===== src/rtl/nbc_pkg.sv =====
package nbc_pkg;
  typedef enum logic [1:0] {IS_FREE = 2'd0, IS_FILL = 2'd1, IS_READY = 2'd2, IS_WORK = 2'd3} in_st_e;
  typedef enum logic [1:0] {OS_FREE = 2'd0, OS_WRITE = 2'd1, OS_PEND = 2'd2, OS_SEND = 2'd3} out_st_e;
endpackage


===== src/rtl/nbc_first_free.sv =====
module nbc_first_free #(
  parameter int N = 2,
  parameter int W = 1
) (
  input  logic [N-1:0] mask,
  output logic         found,
  output logic [W-1:0] idx
);
  always_comb begin
    found = 1'b0;
    idx   = '0;
    for (int i = N - 1; i >= 0; i--) begin
      if (mask[i]) begin
        found = 1'b1;
        idx   = W'(i);
      end
    end
  end
endmodule


===== src/rtl/nbc_idx_fifo.sv =====
module nbc_idx_fifo #(
  parameter int DEPTH = 2,
  parameter int W = 1
) (
  input  logic         clk,
  input  logic         rst,
  input  logic         push,
  input  logic [W-1:0] push_idx,
  input  logic         pop,
  output logic [W-1:0] head,
  output logic         empty
);
  localparam int PW = (DEPTH > 1) ? $clog2(DEPTH) : 1;
  localparam int CW = $clog2(DEPTH + 1);

  logic [W-1:0]  mem [DEPTH];
  logic [PW-1:0] wp, rp;
  logic [CW-1:0] cnt;
  logic          full;

  assign empty = (cnt == '0);
  assign full  = (cnt == CW'(DEPTH));
  assign head  = mem[rp];

  always_ff @(posedge clk) begin
    if (push) mem[wp] <= push_idx;
  end

  always_ff @(posedge clk) begin
    if (rst) begin
      wp  <= '0;
      rp  <= '0;
      cnt <= '0;
    end else begin
      if (push) wp <= (wp == PW'(DEPTH - 1)) ? '0 : wp + PW'(1);
      if (pop)  rp <= (rp == PW'(DEPTH - 1)) ? '0 : rp + PW'(1);
      if (push && !pop) cnt <= cnt + CW'(1);
      else if (pop && !push) cnt <= cnt - CW'(1);
    end
  end

  // a queue of buffer indices can never hold more than the pool size
  assert_no_overrun_R4: assert property (@(posedge clk) disable iff (rst) push |-> (!full || pop));
  // the processor only takes a ready buffer that exists
  assert_no_underrun_R5: assert property (@(posedge clk) disable iff (rst) pop |-> !empty);
endmodule


===== src/rtl/node_buf_ctrl.sv =====
module node_buf_ctrl
  import nbc_pkg::*;
#(
  parameter int IN_BUFS = 2,
  parameter int OUT_BUFS = 2,
  localparam int IIW = (IN_BUFS > 1) ? $clog2(IN_BUFS) : 1,
  localparam int OIW = (OUT_BUFS > 1) ? $clog2(OUT_BUFS) : 1,
  localparam int ICW = $clog2(IN_BUFS + 1),
  localparam int OCW = $clog2(OUT_BUFS + 1)
) (
  input  logic           clk,
  input  logic           rst,
  input  logic           in_req,
  input  logic           in_done,
  input  logic           proc_done,
  input  logic           out_done,
  output logic           in_start,
  output logic [IIW-1:0] in_start_idx,
  output logic           proc_start,
  output logic [IIW-1:0] proc_in_idx,
  output logic [OIW-1:0] proc_out_idx,
  output logic           out_start,
  output logic [OIW-1:0] out_start_idx,
  output logic           overflow,
  output logic [ICW-1:0] in_free_cnt,
  output logic [ICW-1:0] in_fill_cnt,
  output logic [ICW-1:0] in_ready_cnt,
  output logic [ICW-1:0] in_work_cnt,
  output logic [OCW-1:0] out_free_cnt,
  output logic [OCW-1:0] out_write_cnt,
  output logic [OCW-1:0] out_pend_cnt,
  output logic [OCW-1:0] out_send_cnt
);
  in_st_e  ist [IN_BUFS];
  out_st_e ost [OUT_BUFS];

  logic           in_busy, p_busy, o_busy;
  logic [IIW-1:0] in_cur, p_in;
  logic [OIW-1:0] p_out, o_cur;

  logic [IN_BUFS-1:0]  in_free_mask;
  logic [OUT_BUFS-1:0] out_free_mask;
  logic                in_has_free, out_has_free;
  logic [IIW-1:0]      in_pick, rdy_head;
  logic [OIW-1:0]      out_pick, pend_head;
  logic                rdy_empty, pend_empty;

  logic in_go, in_fin, proc_go, proc_fin, out_go, out_fin;

  always_comb begin
    for (int i = 0; i < IN_BUFS; i++) in_free_mask[i] = (ist[i] == IS_FREE);
    for (int j = 0; j < OUT_BUFS; j++) out_free_mask[j] = (ost[j] == OS_FREE);
  end

  nbc_first_free #(.N(IN_BUFS), .W(IIW)) u_in_pick (
    .mask(in_free_mask), .found(in_has_free), .idx(in_pick));
  nbc_first_free #(.N(OUT_BUFS), .W(OIW)) u_out_pick (
    .mask(out_free_mask), .found(out_has_free), .idx(out_pick));

  assign in_go    = in_req && !in_busy && in_has_free;
  assign in_fin   = in_done && in_busy;
  assign proc_go  = !p_busy && !rdy_empty && out_has_free;
  assign proc_fin = proc_done && p_busy;
  assign out_go   = !o_busy && !pend_empty;
  assign out_fin  = out_done && o_busy;

  nbc_idx_fifo #(.DEPTH(IN_BUFS), .W(IIW)) u_ready_q (
    .clk(clk), .rst(rst), .push(in_fin), .push_idx(in_cur),
    .pop(proc_go), .head(rdy_head), .empty(rdy_empty));
  nbc_idx_fifo #(.DEPTH(OUT_BUFS), .W(OIW)) u_pend_q (
    .clk(clk), .rst(rst), .push(proc_fin), .push_idx(p_out),
    .pop(out_go), .head(pend_head), .empty(pend_empty));

  always_ff @(posedge clk) begin
    if (rst) begin
      for (int i = 0; i < IN_BUFS; i++) ist[i] <= IS_FREE;
      for (int j = 0; j < OUT_BUFS; j++) ost[j] <= OS_FREE;
      in_busy <= 1'b0;
      p_busy  <= 1'b0;
      o_busy  <= 1'b0;
      in_cur  <= '0;
      p_in    <= '0;
      p_out   <= '0;
      o_cur   <= '0;
      in_start      <= 1'b0;
      proc_start    <= 1'b0;
      out_start     <= 1'b0;
      overflow      <= 1'b0;
      in_start_idx  <= '0;
      proc_in_idx   <= '0;
      proc_out_idx  <= '0;
      out_start_idx <= '0;
    end else begin
      in_start   <= in_go;
      proc_start <= proc_go;
      out_start  <= out_go;
      overflow   <= in_req && !in_go;
      if (in_fin) begin
        ist[in_cur] <= IS_READY;
        in_busy     <= 1'b0;
      end
      if (in_go) begin
        ist[in_pick] <= IS_FILL;
        in_busy      <= 1'b1;
        in_cur       <= in_pick;
        in_start_idx <= in_pick;
      end
      if (proc_go) begin
        ist[rdy_head]  <= IS_WORK;
        ost[out_pick]  <= OS_WRITE;
        p_busy         <= 1'b1;
        p_in           <= rdy_head;
        p_out          <= out_pick;
        proc_in_idx    <= rdy_head;
        proc_out_idx   <= out_pick;
      end
      if (proc_fin) begin
        ist[p_in]  <= IS_FREE;
        ost[p_out] <= OS_PEND;
        p_busy     <= 1'b0;
      end
      if (out_go) begin
        ost[pend_head] <= OS_SEND;
        o_busy         <= 1'b1;
        o_cur          <= pend_head;
        out_start_idx  <= pend_head;
      end
      if (out_fin) begin
        ost[o_cur] <= OS_FREE;
        o_busy     <= 1'b0;
      end
    end
  end

  always_comb begin
    in_free_cnt = '0; in_fill_cnt = '0; in_ready_cnt = '0; in_work_cnt = '0;
    for (int i = 0; i < IN_BUFS; i++) begin
      case (ist[i])
        IS_FREE:  in_free_cnt  = in_free_cnt + ICW'(1);
        IS_FILL:  in_fill_cnt  = in_fill_cnt + ICW'(1);
        IS_READY: in_ready_cnt = in_ready_cnt + ICW'(1);
        default:  in_work_cnt  = in_work_cnt + ICW'(1);
      endcase
    end
  end

  always_comb begin
    out_free_cnt = '0; out_write_cnt = '0; out_pend_cnt = '0; out_send_cnt = '0;
    for (int j = 0; j < OUT_BUFS; j++) begin
      case (ost[j])
        OS_FREE:  out_free_cnt  = out_free_cnt + OCW'(1);
        OS_WRITE: out_write_cnt = out_write_cnt + OCW'(1);
        OS_PEND:  out_pend_cnt  = out_pend_cnt + OCW'(1);
        default:  out_send_cnt  = out_send_cnt + OCW'(1);
      endcase
    end
  end

  // every buffer is in exactly one state
  assert_in_sum_R9: assert property (@(posedge clk) disable iff (rst)
    (32'(in_free_cnt) + 32'(in_fill_cnt) + 32'(in_ready_cnt) + 32'(in_work_cnt)) == IN_BUFS);
  assert_out_sum_R9: assert property (@(posedge clk) disable iff (rst)
    (32'(out_free_cnt) + 32'(out_write_cnt) + 32'(out_pend_cnt) + 32'(out_send_cnt)) == OUT_BUFS);
  // grants are single-cycle pulses
  assert_in_pulse_R11: assert property (@(posedge clk) disable iff (rst) in_start |=> !in_start);
  assert_proc_pulse_R11: assert property (@(posedge clk) disable iff (rst) proc_start |=> !proc_start);
  assert_out_pulse_R11: assert property (@(posedge clk) disable iff (rst) out_start |=> !out_start);
  // a block arriving during a fill is lost
  assert_busy_overflow_R3: assert property (@(posedge clk) disable iff (rst)
    (in_req && in_busy) |=> (overflow && !in_start));
  // an idle processor with both buffers available is started
  assert_proc_grant_R5: assert property (@(posedge clk) disable iff (rst)
    (!p_busy && in_ready_cnt != '0 && out_free_cnt != '0) |=> proc_start);
endmodule


===== config.mk =====
export PLATFORM = sky130hd
export DESIGN_NAME = node_buf_ctrl
export DESIGN_NICKNAME = d
export VERILOG_FILES = /design/src/rtl/nbc_pkg.sv /design/src/rtl/nbc_first_free.sv /design/src/rtl/nbc_idx_fifo.sv /design/src/rtl/node_buf_ctrl.sv
export SDC_FILE = /design/constraint.sdc
export NUM_CORES = 1
export LEC_CHECK = 0
export ABC_AREA = 1
export BUFFER_PORTS_ARGS = -buffer_cell sky130_fd_sc_hd__buf_2
export CAP_MARGIN = 0
export CELL_PAD_IN_SITES_DETAIL_PLACEMENT = 0
export CELL_PAD_IN_SITES_GLOBAL_PLACEMENT = 1
export CORE_MARGIN = 2
export CORE_UTILIZATION = 42
export CTS_BUF_LIST = sky130_fd_sc_hd__clkbuf_4 sky130_fd_sc_hd__clkbuf_8
export CTS_CLUSTER_SIZE = 40
export DETAILED_ROUTE_END_ITERATION = 10
export PLACE_DENSITY_LB_ADDON = 0.08
export RECOVER_POWER = 25
export SKIP_LAST_GASP = 1
export SLEW_MARGIN = 10
export SYNTH_ARGS = -nofsm -noshare
export SYNTH_HDL_FRONTEND = slang
export SYNTH_SLANG_ARGS = --single-unit

===== constraint.sdc =====
create_clock -name clk -period 2.3 [get_ports clk]
set_input_delay 0.115 -clock clk [delete_from_list [all_inputs] [get_ports clk]]
set_output_delay 0.115 -clock clk [all_outputs]
set_load 0.05 [all_outputs]

==> results of run 1 <==
[path summary, 6_finish.rpt]
check | startpoint | end | slack, ps | cells past startpoint
worst max-delay path | ost[0][1] | u_ready_q.cnt[1] | 290 | 10
worst min register to register | u_ready_q.rp | flop | 450 | 1
worst max register to register | ost[0][1] | u_ready_q.cnt[1] | 290 | 10
worst min-delay path | in_done | in_busy | 40 | 2
[through the flow]
step	worst slack [ps]	cells	area, um2
2_1_floorplan	463	237	1770
3_3_place_gp	306	316	1980
3_5_place_dp	252	316	1980
4_1_cts	239	324	2080
5_1_grt	38.3	324	2070
6_report	286	324	2070
[flip-flops by register name, indices dropped and copies added, names as in the netlist, 2 cells and up, named ones only]
name	count
ist	4
u_pend_q.mem	2
u_ready_q.cnt	2
u_ready_q.mem	2
ost	4
u_pend_q.cnt	2
[kinds of logic after synthesis]
kind of cell,Yosys count,share of synthesized area
compound gates,37,0.112
simple gates,97,0.225
buf+inv,56,0.124
fa+ha+maj,14,0.0989
flops,33,0.441
[worst register-to-register path, cell delays in order (launching register included)]
cell,delay [ps]
sky130_fd_sc_hd__edfxtp_1,420
sky130_fd_sc_hd__nor2_1,180
sky130_fd_sc_hd__inv_1,80
sky130_fd_sc_hd__ha_1,200
sky130_fd_sc_hd__nor2_1,130
sky130_fd_sc_hd__nand2_1,130
sky130_fd_sc_hd__ha_1,330
sky130_fd_sc_hd__a21oi_1,120
sky130_fd_sc_hd__o21ai_0,120
sky130_fd_sc_hd__o21ai_0,150
sky130_fd_sc_hd__a21oi_1,50
[per-layer routing]
metal	GRT usage	routed length (um)	vias to the layer above
met3	0.0438	160	4
met2	0.239	1360	27
met4	0.0588	36	0
met1	0.197	1600	642
met5	0	0	-
li1	-	-	818
[what timing repair did]
action	in CTS	in global routing
resized for setup	0	1
endpoints found under the hold margin	0	0
endpoints found under the setup margin	0	1
hold buffers	0	0
[synthesized netlist by cell type, types with 2 or more instances]
cell                       number  area [um2]
sky130_fd_sc_hd__dfxtp_1       21         420
sky130_fd_sc_hd__nand3_1       10        50.1
sky130_fd_sc_hd__nor3_1         3        15.0
sky130_fd_sc_hd__o211ai_1       2        15.0
sky130_fd_sc_hd__edfxtp_1      12         360
sky130_fd_sc_hd__nor2_1        27         101
sky130_fd_sc_hd__buf_4          2        15.0
sky130_fd_sc_hd__nand4_1        3        18.8
sky130_fd_sc_hd__a21oi_1       17        85.1
sky130_fd_sc_hd__inv_1         52         195
sky130_fd_sc_hd__o21ai_0       13        65.1
sky130_fd_sc_hd__ha_1          14         175
sky130_fd_sc_hd__o21ai_1        2        10.0
sky130_fd_sc_hd__nand2_1       52         195
[final cells by class]
class	instances	share of cell area
clock inverters	1	0.00242
clock buffers	7	0.0465
well taps	50	0.0302
multi-input cells	148	0.372
flip-flops and latches	33	0.377
inverters	53	0.0960
repair buffers	32	0.0761
==> results.cfg, run 1 <==
[synth]
ys_seq_area_frac = 0.441
post_synth_inst_count = 237
netlist_area_um2 = 1770
yosysUniqueCellTypes = 21
synth-async-reset-ratio = 0
synth_seq_cells = 33
synth_flop_cell = sky130_fd_sc_hd__dfxtp_1
post_synthesis_average_cell_area_um2 = 7.48
synth_enable_flop_cells = 12
synth-warning-count = 0
mappedNetlistNets = 257

[finish]
multiInputGateArea_um2 = 771
final_layout_size_suffix_gt1_frac = 0.139
num-nets-final = 293
filler_cell_count = 424
number_of_antenna_cells_inserted = 0
ff_latch_area_um2 = 781
layout-area-overhead-vs-synth_pct = 16.9
post_route_core_utilization = 0.514
commonest_cells_after_routing_fill_and_taps_aside = 52 x sky130_fd_sc_hd__nand2_1, 52 x sky130_fd_sc_hd__inv_1, 26 x sky130_fd_sc_hd__nor2_1

[min_path]
worst_hold_path_type = input pin to flop

[timing]
hold_slack_ps = 40.6
worst_slew_margin_rel = 0.606
worst_pin_slew_ps = 593
finalSetupViolations = 0
final.min_clock_period_ps = 2010
max_clock_freq_ghz = 0.496
total_count_of_max_transition_violations_in_the_final_report = 0
rsz0062_at_grt = false
layout_worst_path_cycle_share = 0.876
timing.final.hold_violations = 0
setup-tns-final_ps = 0
finClkSkew_ps = 3.04

[global_routing]
grt_start_max_net_pins = 15
grt_antenna_before_repair = 0
grt_util_all_layers = 0.152
first_global_vias = 1235
grt_first_pass_wirelength_mm = 5.26
overflow = 0

[clock_tree]
post-cts-setup-buffers = 0
ctsLongestPathBuffers = 2
worstSkewPairLatency_ps = 280
tritoncts = built
htree_num_levels = 2
path_clk_slew_ps = 70
cts_inserted_buffers = 5
root_buffer = sky130_fd_sc_hd__clkbuf_8
clock_sink_count = 33

[floorplan]
core_footprint_um2 = 4030
design.die.area_um2 = 4750
initial_core_util = 0.440
fp.dieH_um = 69.0
num_rows = 23
io-pin-count = 30
die_w_um = 69.0

[placed_design]
routabilityCongestion = 0.770
placement.io_buffers = 29
detailed_place_hpwl_mm = 2.41

[critical_path]
cp.buffers_inverters = 1
critical_path.max_stage_delay_ps = 420
timing.critical_path.cells = nor2_1 -> inv_1 -> ha_1 -> nor2_1 -> nand2_1 -> ha_1 -> a21oi_1 -> o21ai_0 -> o21ai_0 -> a21oi_1
crit_path_end_kind = flop
critical-path-top-delay-family = adder cells
worst_setup_path_start_kind = flop
crit_type = flop to flop
cp.arrival_ps = 2190
critPathMaxFanout = 4
critPathRequiredTime_ps = 2470
worst_path_cell_with_the_longest_stage_delay = sky130_fd_sc_hd__edfxtp_1

[job]
max-cap-violations = 0

[drt]
route.detailed.drc = 0
number_of_nets_with_antenna_violations_after_routing = 0
vias_per_cell = 4.60
drtPass1Iterations = 4
routed_wire_length_per_instance_um = 9.73
starting_drt_drc_count = 42
wirelength_mm = 3.15
route.vias.total = 1491

[outcome]
status = complete, no violations
Power of run 1 is left out: the tool's default activity adds up to more than one toggle a clock period on the data nets, which glitch-free logic cannot reach.
==> run 2: changes to the inputs <==
--- a/config.mk
+++ b/config.mk
@@ -6,6 +6,7 @@
 export NUM_CORES = 1
 export LEC_CHECK = 0
 export ABC_AREA = 1
+export ABC_CLOCK_PERIOD_IN_PS = 2300
 export BUFFER_PORTS_ARGS = -buffer_cell sky130_fd_sc_hd__buf_2
 export CAP_MARGIN = 0
 export CELL_PAD_IN_SITES_DETAIL_PLACEMENT = 0
==> constraint.sdc (replaced) <==
create_clock -name clk -period 2.3 [get_ports clk]
set_input_delay 0.115 -clock clk [delete_from_list [all_inputs] [get_ports clk]]
set_output_delay 0.115 -clock clk [all_outputs]
set_load 0.01 [all_outputs]
==> results.cfg, run 2 (synthesized netlist as in run 1, its figures left out) <==
[floorplan]
design.die.area_um2 = 4750
core_footprint_um2 = 4030
num_rows = 23
io-pin-count = 30
initial_core_util = 0.440
fp.dieH_um = 69.0
die_w_um = 69.0

[timing]
timing.final.hold_violations = 0
finClkSkew_ps = 3.04
worst_pin_slew_ps = 327
setup-tns-final_ps = 0
max_clock_freq_ghz = 0.496
total_count_of_max_transition_violations_in_the_final_report = 0
worst_slew_margin_rel = 0.781
rsz0062_at_grt = false
final_critical_path_setup_slack_ps = 286
layout_worst_path_cycle_share = 0.876
finalSetupViolations = 0
final.min_clock_period_ps = 2010

[clock_tree]
cts_inserted_buffers = 5
root_buffer = sky130_fd_sc_hd__clkbuf_8
worstSkewPairLatency_ps = 280
clock_sink_count = 33
path_clk_slew_ps = 70
htree_num_levels = 2
ctsLongestPathBuffers = 2
tritoncts = built
postCtsHoldBufs = 0

[critical_path]
cp.arrival_ps = 2190
rr_endpoint = u_ready_q.cnt[1]
ff2ff_path_depth = 10
critPathRequiredTime_ps = 2470
critPathMaxFanout = 4
regToRegStartpoint = ost[0][1]
crit_type = flop to flop
timing.reg2reg.setup_slack_ps = 290
worst_setup_path_start_kind = flop
crit_path_end_kind = flop

[pwr]
power_frac_comb = 0.445
cell_internal_pwr_mw = 1.54
net-switching-power_mw = 1.08
pwr_cell_area_nw_per_um2 = 1270
switching_share = 0.412
power_frac_seq = 0.373
clock_power_share = 0.183
totalPowerFinal_mw = 2.62
max-vdd-ir-drop_v = 0.000600
cellLeakagePower_nw = 1.12

[placed_design]
detailed_place_hpwl_mm = 2.41
placement.io_buffers = 29
routabilityCongestion = 0.770
placement.setup.worst_slack_ps = 252

[global_routing]
overflow = 0
grt_first_pass_wirelength_mm = 5.26
grt_antenna_before_repair = 0
first_global_vias = 1235
grt_start_max_net_pins = 15
grt_util_met3 = 0.0438
groute.layer.met2.usage = 0.239
grt_util_all_layers = 0.152
grt_busiest_layer = met2
grt_util_met1 = 0.197

[min_path]
min-delay-start = in_done
hold_path_end = in_busy
holdPathStages = 2
worst_hold_path_type = input pin to flop

[finish]
final_layout_size_suffix_gt1_frac = 0.131
reg.largest.list = ist: 4 flops, ost: 4 flops
num-nets-final = 293
number_of_antenna_cells_inserted = 0
filler_cell_count = 423
commonest_cells_after_routing_fill_and_taps_aside = 52 x sky130_fd_sc_hd__nand2_1, 52 x sky130_fd_sc_hd__inv_1, 26 x sky130_fd_sc_hd__nor2_1
layout-area-overhead-vs-synth_pct = 16.8

[drt]
starting_drt_drc_count = 42
route.vias.total = 1485
drtPass1Iterations = 4
wirelength_mm = 3.15
vias_per_cell = 4.58
routed_wire_length_per_instance_um = 9.71
route.detailed.drc = 0
number_of_nets_with_antenna_violations_after_routing = 0

[outcome]
status = complete, no violations

[job]
max-cap-violations = 0
[run 2: cell count changes in the layout (fill, tap and decap cells not counted)]
cell / delta
sky130_fd_sc_hd__buf_2: -2
sky130_fd_sc_hd__clkbuf_1: +2
[run 2: routing by layer]
| metal | vias to the layer above | wire [um] |
|---|---|---|
| li1 | 818 | - |
| met4 | 0 | 36 |
| met2 | 25 | 1350 |
| met5 | - | 0 |
| met1 | 638 | 1610 |
| met3 | 4 | 154 |
[run 2: layout make-up]
| type | count | area [um2] | area share |
|---|---|---|---|
| flip-flops and latches | 33 | 781 | 0.377 |
| repair buffers | 32 | 155 | 0.0750 |
| clock inverters | 1 | 5.00 | 0.00242 |
| multi-input cells | 148 | 771 | 0.372 |
| well taps | 50 | 62.6 | 0.0302 |
| inverters | 53 | 199 | 0.0961 |
| clock buffers | 7 | 96.3 | 0.0466 |
[run 2: how the worst max path moves through the flow]
stage | startpoint | end | slack [ps]
2_1_floorplan | ost[1][0] | u_ready_q.cnt[1] | 460
3_5_place_dp | ost[1][0] | u_ready_q.cnt[1] | 250
5_1_grt | ost[0][1] | u_ready_q.cnt[1] | 40
3_3_place_gp | ost[1][0] | u_ready_q.cnt[1] | 310
4_1_cts | ost[1][0] | u_ready_q.cnt[1] | 240
6_report | ost[0][1] | u_ready_q.cnt[1] | 290
[run 2: what timing repair did]
action                                  CTS  global route
endpoints found under the setup margin    0             1
buffers inserted                          0             0
resized for setup                         0             1
[run 2: per-stage QoR]
step / utilization / cells / hold slack, ps / area [um2]
3_3_place_gp: 0.492 / 316 / 337 / 1980
5_1_grt: 0.514 / 324 / 26.7 / 2070
6_report: 0.514 / 324 / 40.6 / 2070
3_5_place_dp: 0.492 / 316 / 337 / 1980
2_1_floorplan: - / 237 / 218 / 1770
4_1_cts: 0.517 / 324 / 31.1 / 2080
[run 2: critical path, stage by stage (launching register included)]
cell                       delay (ps)
sky130_fd_sc_hd__edfxtp_1         420
sky130_fd_sc_hd__nor2_1           180
sky130_fd_sc_hd__inv_1             80
sky130_fd_sc_hd__ha_1             200
sky130_fd_sc_hd__nor2_1           130
sky130_fd_sc_hd__nand2_1          130
sky130_fd_sc_hd__ha_1             320
sky130_fd_sc_hd__a21oi_1          120
sky130_fd_sc_hd__o21ai_0          120
sky130_fd_sc_hd__o21ai_0          150
sky130_fd_sc_hd__a21oi_1           50
[run 2: power groups by stage]
| stage | combinational [mW] | sequential, mW | clock (mW) |
|---|---|---|---|
| 2_1_floorplan | 0.864 | 0.994 | 0 |
| 6_report | 1.17 | 0.978 | 0.479 |
| 4_1_cts | 1.21 | 0.982 | 0.496 |
| 3_5_place_dp | 1.20 | 0.994 | 0 |
| 5_1_grt | 1.39 | 1.01 | 0.516 |
| 3_3_place_gp | 1.20 | 0.993 | 0 |
Power figures use the tool's default switching activity.
